<file path="config.mk">
export PLATFORM = sky130hd
export DESIGN_NAME = hbridge_gate_ctrl
export DESIGN_NICKNAME = d
export VERILOG_FILES = /design/src/rtl/hbc_pkg.sv /design/src/rtl/hbc_sync.sv /design/src/rtl/hbc_core.sv /design/src/rtl/hbc_gate_decode.sv /design/src/rtl/hbridge_gate_ctrl.sv
export SDC_FILE = /design/constraint.sdc
export NUM_CORES = 1
export LEC_CHECK = 0
export BUFFER_PORTS_ARGS = -buffer_cell sky130_fd_sc_hd__buf_2
export CAP_MARGIN = 20
export CORE_AREA = 8 8 49 51
export DETAILED_ROUTE_END_ITERATION = 6
export DIE_AREA = 0 0 57 59
export PLACE_DENSITY_LB_ADDON = 0.05
export REMOVE_ABC_BUFFERS = 1
export SLEW_MARGIN = 10
export SYNTH_ARGS = -nofsm -noshare
export SYNTH_HDL_FRONTEND = slang
export SYNTH_SLANG_ARGS = --single-unit
</file>
<file path="constraint.sdc">
create_clock -name clk -period 3.4 [get_ports clk]
set_input_delay 0.68 -clock clk [delete_from_list [all_inputs] [get_ports clk]]
set_output_delay 0.68 -clock clk [all_outputs]
set_load 0.03 [all_outputs]
</file>
<file path="src/rtl/hbc_pkg.sv">
package hbc_pkg;

    typedef enum logic [1:0] {
        PH_PRECHARGE = 2'd0,
        PH_OFF       = 2'd1,
        PH_GAP       = 2'd2,
        PH_DRIVE     = 2'd3
    } phase_t;

    // diagonal select: 1 = upper-left + lower-right, 0 = upper-right + lower-left
    localparam logic DIAG_A = 1'b1;

endpackage

</file>
<file path="src/rtl/hbc_sync.sv">
module hbc_sync #(
    parameter int W      = 1,
    parameter int STAGES = 2
) (
    input  logic         clk,
    input  logic         rst_n,
    input  logic [W-1:0] din,
    output logic [W-1:0] dout
);
    logic [STAGES-1:0][W-1:0] stg_d, stg_q;

    for (genvar i = 0; i < STAGES; i++) begin : g_stage
        if (i == 0) begin : g_first
            assign stg_d[i] = din;
        end else begin : g_next
            assign stg_d[i] = stg_q[i-1];
        end
    end

    always_ff @(posedge clk or negedge rst_n) begin
        if (!rst_n) stg_q <= '0;
        else        stg_q <= stg_d;
    end

    assign dout = stg_q[STAGES-1];
endmodule

</file>
<file path="src/rtl/hbc_core.sv">
module hbc_core
    import hbc_pkg::*;
#(
    parameter int DEAD_CYC = 4
) (
    input  logic   clk,
    input  logic   rst_n,
    input  logic   ok_s,
    input  logic   rel_s,
    input  logic   div_off_s,
    input  logic   halt_s,
    input  logic   comm_s,
    output phase_t phase_o,
    output logic   diag_o
);
    localparam int CW = $clog2(DEAD_CYC + 1);
    localparam logic [CW-1:0] GAP_LOAD = CW'(DEAD_CYC - 1);

    typedef struct packed {
        phase_t        phase;
        logic          diag;
        logic          tgt;
        logic          clk_prev;
        logic [CW-1:0] cnt;
    } core_st_t;

    localparam core_st_t RST_ST = '{phase: PH_PRECHARGE, diag: DIAG_A,
                                    tgt: DIAG_A, clk_prev: 1'b0, cnt: '0};

    core_st_t st_d, st_q;

    always_comb begin
        st_d          = st_q;
        st_d.clk_prev = comm_s;
        if (halt_s) begin
            st_d.phase = PH_OFF;
            st_d.cnt   = '0;
        end else if (!ok_s || !rel_s) begin
            st_d.phase = PH_PRECHARGE;
            st_d.cnt   = '0;
        end else begin
            case (st_q.phase)
                PH_PRECHARGE, PH_OFF: begin
                    st_d.phase = PH_GAP;
                    st_d.cnt   = GAP_LOAD;
                    st_d.tgt   = div_off_s ? comm_s : DIAG_A;
                end
                PH_DRIVE: begin
                    if (!div_off_s) begin
                        if (st_q.clk_prev && !comm_s) begin
                            st_d.phase = PH_GAP;
                            st_d.cnt   = GAP_LOAD;
                            st_d.tgt   = ~st_q.diag;
                        end
                    end else if (comm_s != st_q.diag) begin
                        st_d.phase = PH_GAP;
                        st_d.cnt   = GAP_LOAD;
                        st_d.tgt   = comm_s;
                    end
                end
                PH_GAP: begin
                    if (st_q.cnt == '0) begin
                        st_d.phase = PH_DRIVE;
                        st_d.diag  = st_q.tgt;
                    end else begin
                        st_d.cnt = st_q.cnt - 1'b1;
                    end
                end
                default: st_d.phase = PH_OFF;
            endcase
        end
    end

    always_ff @(posedge clk or negedge rst_n) begin
        if (!rst_n) st_q <= RST_ST;
        else        st_q <= st_d;
    end

    assign phase_o = st_q.phase;
    assign diag_o  = st_q.diag;


    gap_before_drive_chk: assert property (@(posedge clk) disable iff (!rst_n)
        (st_q.phase == PH_DRIVE && $past(st_q.phase) != PH_DRIVE)
        |-> ($past(st_q.phase) == PH_GAP && $past(st_q.cnt) == '0));


    gap_count_range_chk: assert property (@(posedge clk) disable iff (!rst_n)
        (st_q.phase == PH_GAP) |-> (st_q.cnt <= GAP_LOAD));


    halving_entry_chk: assert property (@(posedge clk) disable iff (!rst_n)
        (st_q.phase == PH_GAP && ($past(st_q.phase) == PH_PRECHARGE ||
         $past(st_q.phase) == PH_OFF) && !$past(div_off_s))
        |-> (st_q.tgt == DIAG_A));


    precharge_on_loss_chk: assert property (@(posedge clk) disable iff (!rst_n)
        (!ok_s && !halt_s) |=> (st_q.phase == PH_PRECHARGE));
endmodule

</file>
<file path="src/rtl/hbc_gate_decode.sv">
module hbc_gate_decode
    import hbc_pkg::*;
(
    input  phase_t phase,
    input  logic   diag,
    input  logic   halt_raw,
    output logic   hl,
    output logic   hr,
    output logic   ll,
    output logic   lr
);
    logic drv, pre;

    always_comb begin
        drv = (phase == PH_DRIVE);
        pre = (phase == PH_PRECHARGE);
        hl  = ~halt_raw & drv &  diag;
        lr  = ~halt_raw & ((drv & diag) | pre);
        hr  = ~halt_raw & drv & ~diag;
        ll  = ~halt_raw & ((drv & ~diag) | pre);
    end
endmodule

</file>
<file path="src/rtl/hbridge_gate_ctrl.sv">
module hbridge_gate_ctrl
    import hbc_pkg::*;
#(
    parameter int DEAD_CYC    = 4,
    parameter int SYNC_STAGES = 2
) (
    input  logic clk,
    input  logic rst_n,
    input  logic supply_ok_i,
    input  logic start_rel_i,
    input  logic div_off_i,
    input  logic stop_i,
    input  logic comm_clk_i,
    output logic gate_hl_o,
    output logic gate_hr_o,
    output logic gate_ll_o,
    output logic gate_lr_o
);
    localparam int NIN = 5;

    logic [NIN-1:0] raw_in, sync_out;
    phase_t         phase;
    logic           diag;

    assign raw_in = {stop_i, supply_ok_i, start_rel_i, div_off_i, comm_clk_i};

    hbc_sync #(.W(NIN), .STAGES(SYNC_STAGES)) u_sync (
        .clk  (clk),
        .rst_n(rst_n),
        .din  (raw_in),
        .dout (sync_out)
    );

    hbc_core #(.DEAD_CYC(DEAD_CYC)) u_core (
        .clk      (clk),
        .rst_n    (rst_n),
        .ok_s     (sync_out[3]),
        .rel_s    (sync_out[2]),
        .div_off_s(sync_out[1]),
        .halt_s   (sync_out[4]),
        .comm_s   (sync_out[0]),
        .phase_o  (phase),
        .diag_o   (diag)
    );

    hbc_gate_decode u_dec (
        .phase   (phase),
        .diag    (diag),
        .halt_raw(stop_i),
        .hl      (gate_hl_o),
        .hr      (gate_hr_o),
        .ll      (gate_ll_o),
        .lr      (gate_lr_o)
    );


    no_shoot_chk: assert property (@(posedge clk) disable iff (!rst_n)
        !(gate_hl_o && gate_ll_o) && !(gate_hr_o && gate_lr_o));


    stop_quiet_chk: assert property (@(posedge clk) disable iff (!rst_n)
        stop_i |-> !(gate_hl_o || gate_hr_o || gate_ll_o || gate_lr_o));
endmodule

</file>
==> run metrics <==
post-synth cell types=25; hpwl dp=approximately 840 µm; setup repair after global routing missed its margin=no; share of the synthesized area in the top cell type=56.44%; number of pins with negative max-slew slack in the final report=0; share of the clock period used by the worst path=62.17%; core region area=1652 µm²; final weighted congestion in routability-driven placement=~0.72; via count of the routed design=approximately 400; Leak=a little under 0.0004 µW; buffer count from post-CTS setup fixing=0; main area contributors after synthesis=dfrtp_1, dfstp_2, ha_1; main flop type after synthesis=dfrtp_1; number of cells upsized or downsized after cts=0; fraction of layout cells with a size suffix above 1=36.36%; required time worst endpoint=about 2.7 ns; crit path launch type=flip-flop; clock root buffer master=clkbuf_4; number of top-level design ports=11; cell count of the worst reg-to-reg path=6; first-pass GRT wire length=between 1.5 and 2 mm; overall die height=roughly 59 µm; synthesized instance count=52; setup slack of the worst register-to-register path=roughly 1.9 ns; die width=57 µm; number of nets in the layout=76; critical path fanouts, max=5; startpoint of the worst register-to-register path=u_core.st_q[0]; Crit. End Element=output pin; pin slew with the least headroom to its limit=between 0.3 and 0.4 ns; initial antenna violation count=0; aggregate negative setup slack=0 ns; dpl ws=between 1.5 and 2 ns; gr usage total=7.737%; full die area=3363 µm²; vias in the first global route=467; register area share after synthesis=about 64%; Arrival @ worst endpoint=approximately 1.4 ns; antenna diode instance count=0; routed length per placed instance=approximately 14 µm; status=finished, final reports clean; synthesized area per cell=~14 µm²; clk sinks=18; worst flop-to-flop path endpoint=u_core.diag_o; Clk pin slew, worst setup/hold paths=around 0.1 ns; post-detailed-routing wire length=1.129 mm; register bit count reported by yosys=18; TritonCTS clock tree=yes; TritonCTS Buffers=3; Starting DRT DRC Count=3; largest net degree at the start of global routing=19; global route total overflow=0; category of the critical setup timing path=flip-flop to output pin; Residual DRC=0; hold buffer count at CTS=0; Layout fillers=roughly 160; number of enable-type register cells in the synthesized netlist=0; power per cell area=497.7 nW/µm²; number of buffer cells added on primary ports=10; Final Critical Period=2.114 ns; Max H-tree Level=1; Final Worst Setup Slack=~1.3 ns; Final Hold Vio Count=0; most frequent cell after synthesis=dfrtp_1; synthesized cell area=709.4 µm²; async set-or-reset flop fraction in the synthesized netlist=100.0%; synth-to-layout area growth=15.17%; Max Cap Violations=0; warning count from the yosys run=0; maximum VDD drop=between 0.0002 and 0.0003 V; # rows=15; maximum count of clock buffers along a single path=2; class of the most critical hold timing path=primary input to async pin; Worst Skew=approximately 0.00094 ns; initial cell density of the core=42.95%; Relative slew margins=between 70% and 80%; Clk Latency, worst-skew pair=approximately 0.29 ns; Detail Route Antenna Nets=0; commonest cells in the synthesized netlist=dfrtp_1, nor2_1, a21oi_1, inv_1; post-synthesis cell type with the largest combined area=dfrtp_1; vias per inst=~5; count of final setup violators=0; highest attainable clock frequency=473.1 MHz; Initial DRT Pass Iterations=2
-- worst max-delay path by stage --
| stage | depth (start not counted) | to | startpoint | slack [ns] |
|---|---|---|---|---|
| finish | 4 | gate_ll_o | u_core.phase_o[1] | 1.29 |
| global route | 4 | gate_ll_o | u_core.phase_o[1] | 1.21 |
| CTS | 4 | gate_ll_o | u_core.phase_o[1] | 1.28 |
| detailed placement | 3 | gate_hr_o | stop_i | 1.51 |
| global placement | 3 | gate_hr_o | stop_i | 1.53 |
| floorplan | 1 | gate_hr_o | stop_i | 1.36 |
-- area by class of cell --
class / instances / area (µm²) / area share [%]
clock buffer: 4 / 36.28 / 4.441
inverter: 4 / 28.78 / 3.522
multi-input combinational: 30 / 227.7 / 27.87
sequential: 18 / 452.9 / 55.44
tap: 17 / 21.27 / 2.603
timing repair buffer: 10 / 50.05 / 6.126
-- state kept, by name, indices dropped and copies added (netlist names) --
| name | flops |
|---|---|
| u_core.diag_o | 1 |
| u_core.st_q | 5 |
| u_sync.dout | 5 |
| u_sync.stg_d | 5 |
| u_core.phase_o | 2 |
-- worst max-delay path, stage by stage, from the launching register on --
cell and delay, ns:
dfrtp_1 0.44, or2_2 0.33, o21a_1 0.11, nor2_1 0.07
buf_2 0.20
-- cells in the final DEF, fill, tap and decap left out, drive strengths merged --
cell type  synthesis  routed
dfrtp             16      16
buf                0      10
nor2               4       4
clkbuf             0       4
inv                3       3
a21oi              3       3
mux2               3       3
nor3               2       2
o21a               2       2
nand3b             2       2
ha                 2       2
dfstp              2       2
nand2              2       2
nand3              2       2
or2                1       1
xor2               1       1
nor3b              1       1
a211o              1       1
nand2b             1       1
a21o               1       1
bufinv             1       1
a31o               1       1
a221oi             1       1
-- metrics by stage --
step	power (µW)	hold WS (ns)	instance area, µm²	cells	util (%)
5_1_grt	427.1	0.3110	817.0	83	49.47
4_1_cts	413.4	0.2989	817.0	83	49.47
3_5_place_dp	280.3	0.3347	780.7	79	47.27
6_report	406.6	0.2969	817.0	83	49.47
3_3_place_gp	279.4	0.3327	780.7	79	47.27
2_1_floorplan	265.1	0.3312	709.4	52	-
-- routing by layer --
layer	track usage, %	up-vias	wire (µm)
li1	-	207	-
met5	0	-	0
met1	8.557	193	562
met4	5.034	0	12
met3	3.433	2	61
met2	11.78	8	493
-- kinds of logic after synthesis --
family | count (synthesis) | share of synthesized area [%]
flops | 18 | 63.84
simple gates | 15 | 11.99
compound gates | 9 | 10.05
buf+inv | 4 | 4.057
mux | 3 | 5.290
fa+ha+maj | 2 | 3.527
xor+xnor | 1 | 1.235
-- report_power, final --
part           switching (µW)  internal (µW)  total (µW)
logic                    18.9           17.4        36.3
registers                8.57            230         239
clock network            66.3           65.2         132
total                    93.8            313         407
No activity file was read; power rests on OpenSTA's default activity.
